--- config.mk ---
export PLATFORM = sky130hd
export DESIGN_NAME = peres_ripple_adder
export DESIGN_NICKNAME = d
export VERILOG_FILES = /design/src/rtl/rev_adder_pkg.sv /design/src/rtl/peres_gate.sv /design/src/rtl/peres_add_cell.sv /design/src/rtl/peres_ripple_adder.sv
export SDC_FILE = /design/constraint.sdc
export NUM_CORES = 1
export LEC_CHECK = 0
export BUFFER_PORTS_ARGS = -buffer_cell sky130_fd_sc_hd__buf_2
export CORE_AREA = 2 2 39 41
export DETAILED_ROUTE_END_ITERATION = 16
export DIE_AREA = 0 0 41 43
export PLACE_DENSITY = 0.61
export SYNTH_ARGS = -nofsm -noshare
export SYNTH_HDL_FRONTEND = slang
export SYNTH_SLANG_ARGS = --single-unit
--- constraint.sdc ---
create_clock -name vclk -period 6.4
set_input_delay 1.28 -clock vclk [all_inputs]
set_output_delay 1.28 -clock vclk [all_outputs]
set_load 0.01 [all_outputs]
--- src/rtl/rev_adder_pkg.sv ---
package rev_adder_pkg;
  localparam int unsigned PRIM_COST   = 4;
  localparam int unsigned PRIM_MCT_EQ = 2;
  localparam int unsigned PRIMS_PER_CELL = 2;

  function automatic logic maj3(input logic a, input logic b, input logic c);
    return (a & b) | (a & c) | (b & c);
  endfunction
endpackage

--- src/rtl/peres_gate.sv ---
module peres_gate (
  input  logic a_i,
  input  logic b_i,
  input  logic c_i,
  output logic p_o,
  output logic q_o,
  output logic r_o
);
  always_comb begin
    p_o = a_i;
    q_o = a_i ^ b_i;
    r_o = (a_i & b_i) ^ c_i;
  end
endmodule

--- src/rtl/peres_add_cell.sv ---
module peres_add_cell
  import rev_adder_pkg::*;
(
  input  logic x_i,
  input  logic y_i,
  input  logic cin_i,
  input  logic anc_i,
  output logic x_o,
  output logic y_o,
  output logic sum_o,
  output logic cout_o
);
  logic mid_prop;
  logic mid_gen;

  peres_gate u_stage_x (
    .a_i(x_i), .b_i(cin_i), .c_i(anc_i),
    .p_o(x_o), .q_o(mid_prop), .r_o(mid_gen)
  );

  peres_gate u_stage_y (
    .a_i(y_i), .b_i(mid_prop), .c_i(mid_gen),
    .p_o(y_o), .q_o(sum_o), .r_o(cout_o)
  );

  always_comb begin
    AST_CELL_PASS: assert ((x_o == x_i) && (y_o == y_i));
    AST_CELL_SUM: assert (sum_o == (x_i ^ y_i ^ cin_i));
    if (anc_i == 1'b0) begin
      AST_CELL_MAJORITY: assert (cout_o == maj3(x_i, y_i, cin_i));
    end
  end
endmodule

--- src/rtl/peres_ripple_adder.sv ---
module peres_ripple_adder
  import rev_adder_pkg::*;
#(
  parameter int unsigned N = 4
) (
  input  logic [N-1:0] x_i,
  input  logic [N-1:0] y_i,
  input  logic         cin_i,
  input  logic [N-1:0] anc_i,
  output logic [N-1:0] x_o,
  output logic [N-1:0] y_o,
  output logic [N-1:0] sum_o,
  output logic         cout_o
);
  localparam int unsigned PRIM_COUNT    = PRIMS_PER_CELL * N;
  localparam int unsigned MCT_COUNT     = PRIM_COUNT * PRIM_MCT_EQ;
  localparam int unsigned QUANTUM_COST  = PRIM_COUNT * PRIM_COST;
  localparam int unsigned ANCILLA_LINES = N;

  logic [N:0] carry_line;

  assign carry_line[0] = cin_i;

  for (genvar k = 0; k < N; k++) begin : g_cell
    peres_add_cell u_cell (
      .x_i   (x_i[k]),
      .y_i   (y_i[k]),
      .cin_i (carry_line[k]),
      .anc_i (anc_i[k]),
      .x_o   (x_o[k]),
      .y_o   (y_o[k]),
      .sum_o (sum_o[k]),
      .cout_o(carry_line[k+1])
    );
  end

  assign cout_o = carry_line[N];

  always_comb begin
    AST_ANCILLA_ZERO: assert (anc_i == '0);
    if (anc_i == '0) begin
      AST_ARITH_SUM: assert ({cout_o, sum_o} == ({1'b0, x_i} + {1'b0, y_i} + {{N{1'b0}}, cin_i}));
    end
    AST_OPERAND_PASS: assert ((x_o == x_i) && (y_o == y_i));
  end
endmodule

# Yosys cells after proc, flatten, opt, wreduce, memory -nomap -nowiden
# Index checks and enable logic that the tools add are counted.
[classes] bitwise=24
[ops] op="bitwise XOR 1 bit" count=16
[ops] op="bitwise AND 1 bit" count=8
[word_totals] register_bits=0 output_inout_bits=13 wordCells=24

# Logic depth before layout (Yosys ltp)
[logic_depth] word_depth=12 mapped_depth=12

# By module
# From an unflattened synthesis, not the netlist that was laid out.
[unflattened] hier_cells=24 area_unflattened_um2=230.2
[modules_own_cells] module="peres_gate" instances=8 cells_per_inst=3 area_per_inst_um2=28.8 seq_area_each_um2=0.0

# Worst setup path before layout
# No wires, ideal clock.
[synth_path] path_kind="in2out" startpoint="input port x_i[0]" endpoint="output port cout_o" arrival_ns=4.206 t_required_ns=5.120 slack_ns=0.914 cell_stages=12 n_path_buf=0 cell_sequence="ha_1 > ha_1 > xor3_1 > ha_1 > ha_1 > xor3_1 > ha_1 > ha_1 > xor3_1 > ha_1 > ha_1 > xor3_1"
[synth_between] elab_chain_len=12 word_cells_on_any_way=20 classes_between="bitwise: 20"
[synth_rtl] item="start, declared" line="peres_ripple_adder.sv:6" rtl="input logic [N-1:0] x_i,"
[synth_rtl] item="bitwise XOR 1 bit or bitwise AND 1 bit (tied branches)" line="peres_gate.sv:11, peres_gate.sv:12"
[synth_rtl] item="bitwise AND 1 bit or bitwise XOR 1 bit (tied branches)" line="peres_gate.sv:12" rtl="r_o = (a_i & b_i) ^ c_i;"
[synth_rtl] item="bitwise XOR 1 bit *" line="peres_gate.sv:12"
[synth_rtl] item="bitwise XOR 1 bit or bitwise AND 1 bit (tied branches)" line="peres_gate.sv:11, peres_gate.sv:12"
[synth_rtl] item="bitwise AND 1 bit or bitwise XOR 1 bit (tied branches)" line="peres_gate.sv:12"
[synth_rtl] item="bitwise XOR 1 bit *" line="peres_gate.sv:12"
[synth_rtl] item="bitwise XOR 1 bit or bitwise AND 1 bit (tied branches)" line="peres_gate.sv:11, peres_gate.sv:12"
[synth_rtl] item="bitwise AND 1 bit or bitwise XOR 1 bit (tied branches)" line="peres_gate.sv:12"
[synth_rtl] item="bitwise XOR 1 bit *" line="peres_gate.sv:12"
[synth_rtl] item="bitwise XOR 1 bit or bitwise AND 1 bit (tied branches)" line="peres_gate.sv:11, peres_gate.sv:12"
[synth_rtl] item="bitwise AND 1 bit or bitwise XOR 1 bit (tied branches)" line="peres_gate.sv:12"
[synth_rtl] item="bitwise XOR 1 bit *" line="peres_gate.sv:12"
[synth_rtl] item="end, declared" line="peres_ripple_adder.sv:13" rtl="output logic cout_o"
# Every way passes the cells marked *; elsewhere a longest branch is shown, timed or not.

# Worst setup path after layout
# Ends and elaborated chain as after synthesis.

==> impl_results.md <==
* Final Setup Violations at 0
* Status: complete, no violations
* CTS resizes at 0
* Crit share post-route at between 90% and 100%
* Synthesized area at 285.3 um^2
* Peak VDD IR at roughly 58 uV
* Growth of design area from synthesis to finish at 21.05%
* Reg area at 0 um^2
* Net Sw Frac at about two fifths
* Dpl ws at approximately 0.58 ns
* Die height at between 40 and 50 um
* Slew headroom at a little over nine tenths
* ANT cells at 0
* Final Util at approximately a quarter
* Mean post-synth cell area at approximately 12 um^2
* Max frequency at roughly 170 MHz
* Row count at 14
* Max Cap Violations at 0
* Startpoint Class: input port
* Die width at a little over 40 um
* Fin area at around 350 um^2
* Share of the yosys chip area belonging to registers at 0%
* Worst-margin pin slew at roughly 0.092 ns
* Leakage power at roughly 0.22 nW
* Final Hold Viols at 0
* Number of hold buffers added after CTS at 0
* Hold wc startpoint: y_i[0]
* Die area at about 0.0018 mm^2
* Initial antenna violation count at 0
* Power Dens Cells at 167.2 mW/mm^2
* Layout cell share with drive strength beyond 1 at 68.42%
* Placeable Area at between 0.001 and 0.0015 mm^2
* Hold crit path type: input port to output pin
* Setup slack after layout at approximately 0.63 ns
* FFs & Latches at 0
* WP data arrival at approximately 4.5 ns
* Routed vias at between 150 and 200
* Post-CTS setup buffer count at 0
* Syn Nets at 45
* Overflow left after global routing at 0
* Port bufs at 26
* Starting density of the core at 20.61%
* Vias per cell at between 3 and 4
* Critical Path RT at just over 5 ns
* Sequential share of power at 0%
* Total negative setup slack at 0 ns
* Layout net count at 61
* Detailed-route wire length at approximately 410 um
* Switching power at 23.23 uW
* Tot GR Track Use at approximately 4.2%
* Combinational power share at 100.0%
* RSZ-0062 raised after global routing: no
* Post-synth cell types at 3
* Global-route wire length before repair at between 500 and 600 um
* Crit. End Element: output pin
* Final GP Congestion at 0.5737
* Clock buffer count at 0
* Largest net degree at the start of global routing at 3
* Internal power at roughly 35 uW
* Top-level port count at 26
* DP Area at about 350 um^2
* CP startpoint: x_i[0]
* Pins Over Slew Limit at 0
* Crit path time final at 5.770 ns
* Drt drc at 0
* CP Class: input port to output pin
* Tot Pwr at 57.74 uW
* Yosys warns at 0
* 1st-pass router iterations at 1
* Synth Instances at 24
* Clock share of power at 0%
* Avg WL per Cell at ~7.6 um
* DR iter-0 viols at 0
* Crit Path Max Fanout at 2
* ANT nets after route at 0
* Vias in the first global route at 154
-- power groups by stage --
stage | logic, mW | registers, mW | clock network (mW)
5_1_grt | 0.0661 | 0 | 0
2_1_floorplan | 0.0536 | 0 | 0
6_report | 0.0577 | 0 | 0
3_5_place_dp | 0.0594 | 0 | 0
3_3_place_gp | 0.0582 | 0 | 0
4_1_cts | 0.0598 | 0 | 0
-- cells by family (layout without fill, tap and decap cells) --
| group | Yosys count | in the layout | share of synthesized area [%] |
|---|---|---|---|
| adder cells (fa/ha/maj) | 8 | 8 | 35.09 |
| buffers and inverters | 12 | 26 | 31.58 |
| XOR/XNOR | 4 | 4 | 33.33 |
-- synthesized netlist by cell type (all sizes together) --
master / count / area share (%)
buf: 12 / 32
ha: 8 / 35
xor3: 4 / 33
-- per-stage QoR --
stage                     hold slack, ns  cells
final                              2.762     54
after global routing               2.777     54
after CTS                          2.764     54
after detailed placement           2.764     54
after global placement             2.762     54
after floorplan                    2.652     24
-- placed cells by master (no fill, tap or decap) --
cell / count
ha_1: 8
xor3_1: 4
buf_2: 26
-- layout make-up --
class / count / area [um^2]
fillers: 152 / 1039
multi-input cells: 12 / 195.2
well taps: 16 / 20.02
repair buffers: 26 / 130.1
-- critical path: stages --
cell    delay, ns
buf_2        0.10
ha_1         0.29
ha_1         0.21
xor3_1       0.36
ha_1         0.28
ha_1         0.18
xor3_1       0.18
ha_1         0.28
ha_1         0.18
xor3_1       0.18
ha_1         0.28
ha_1         0.18
xor3_1       0.34
buf_2        0.15
-- routing by layer --
layer,vias up,wire (um),GRT usage [%]
li1,101,-,-
met1,76,124,2.251
met2,22,181,10.31
met3,0,103,1.047
met4,0,0,0
met5,-,0,0
-- final timing paths --
path	slack (ns)	cells after the start	to
worst max-delay path	0.63	14	cout_o
worst min-delay path	2.76	2	y_o[0]
No activity file was read; power rests on OpenSTA's default activity.
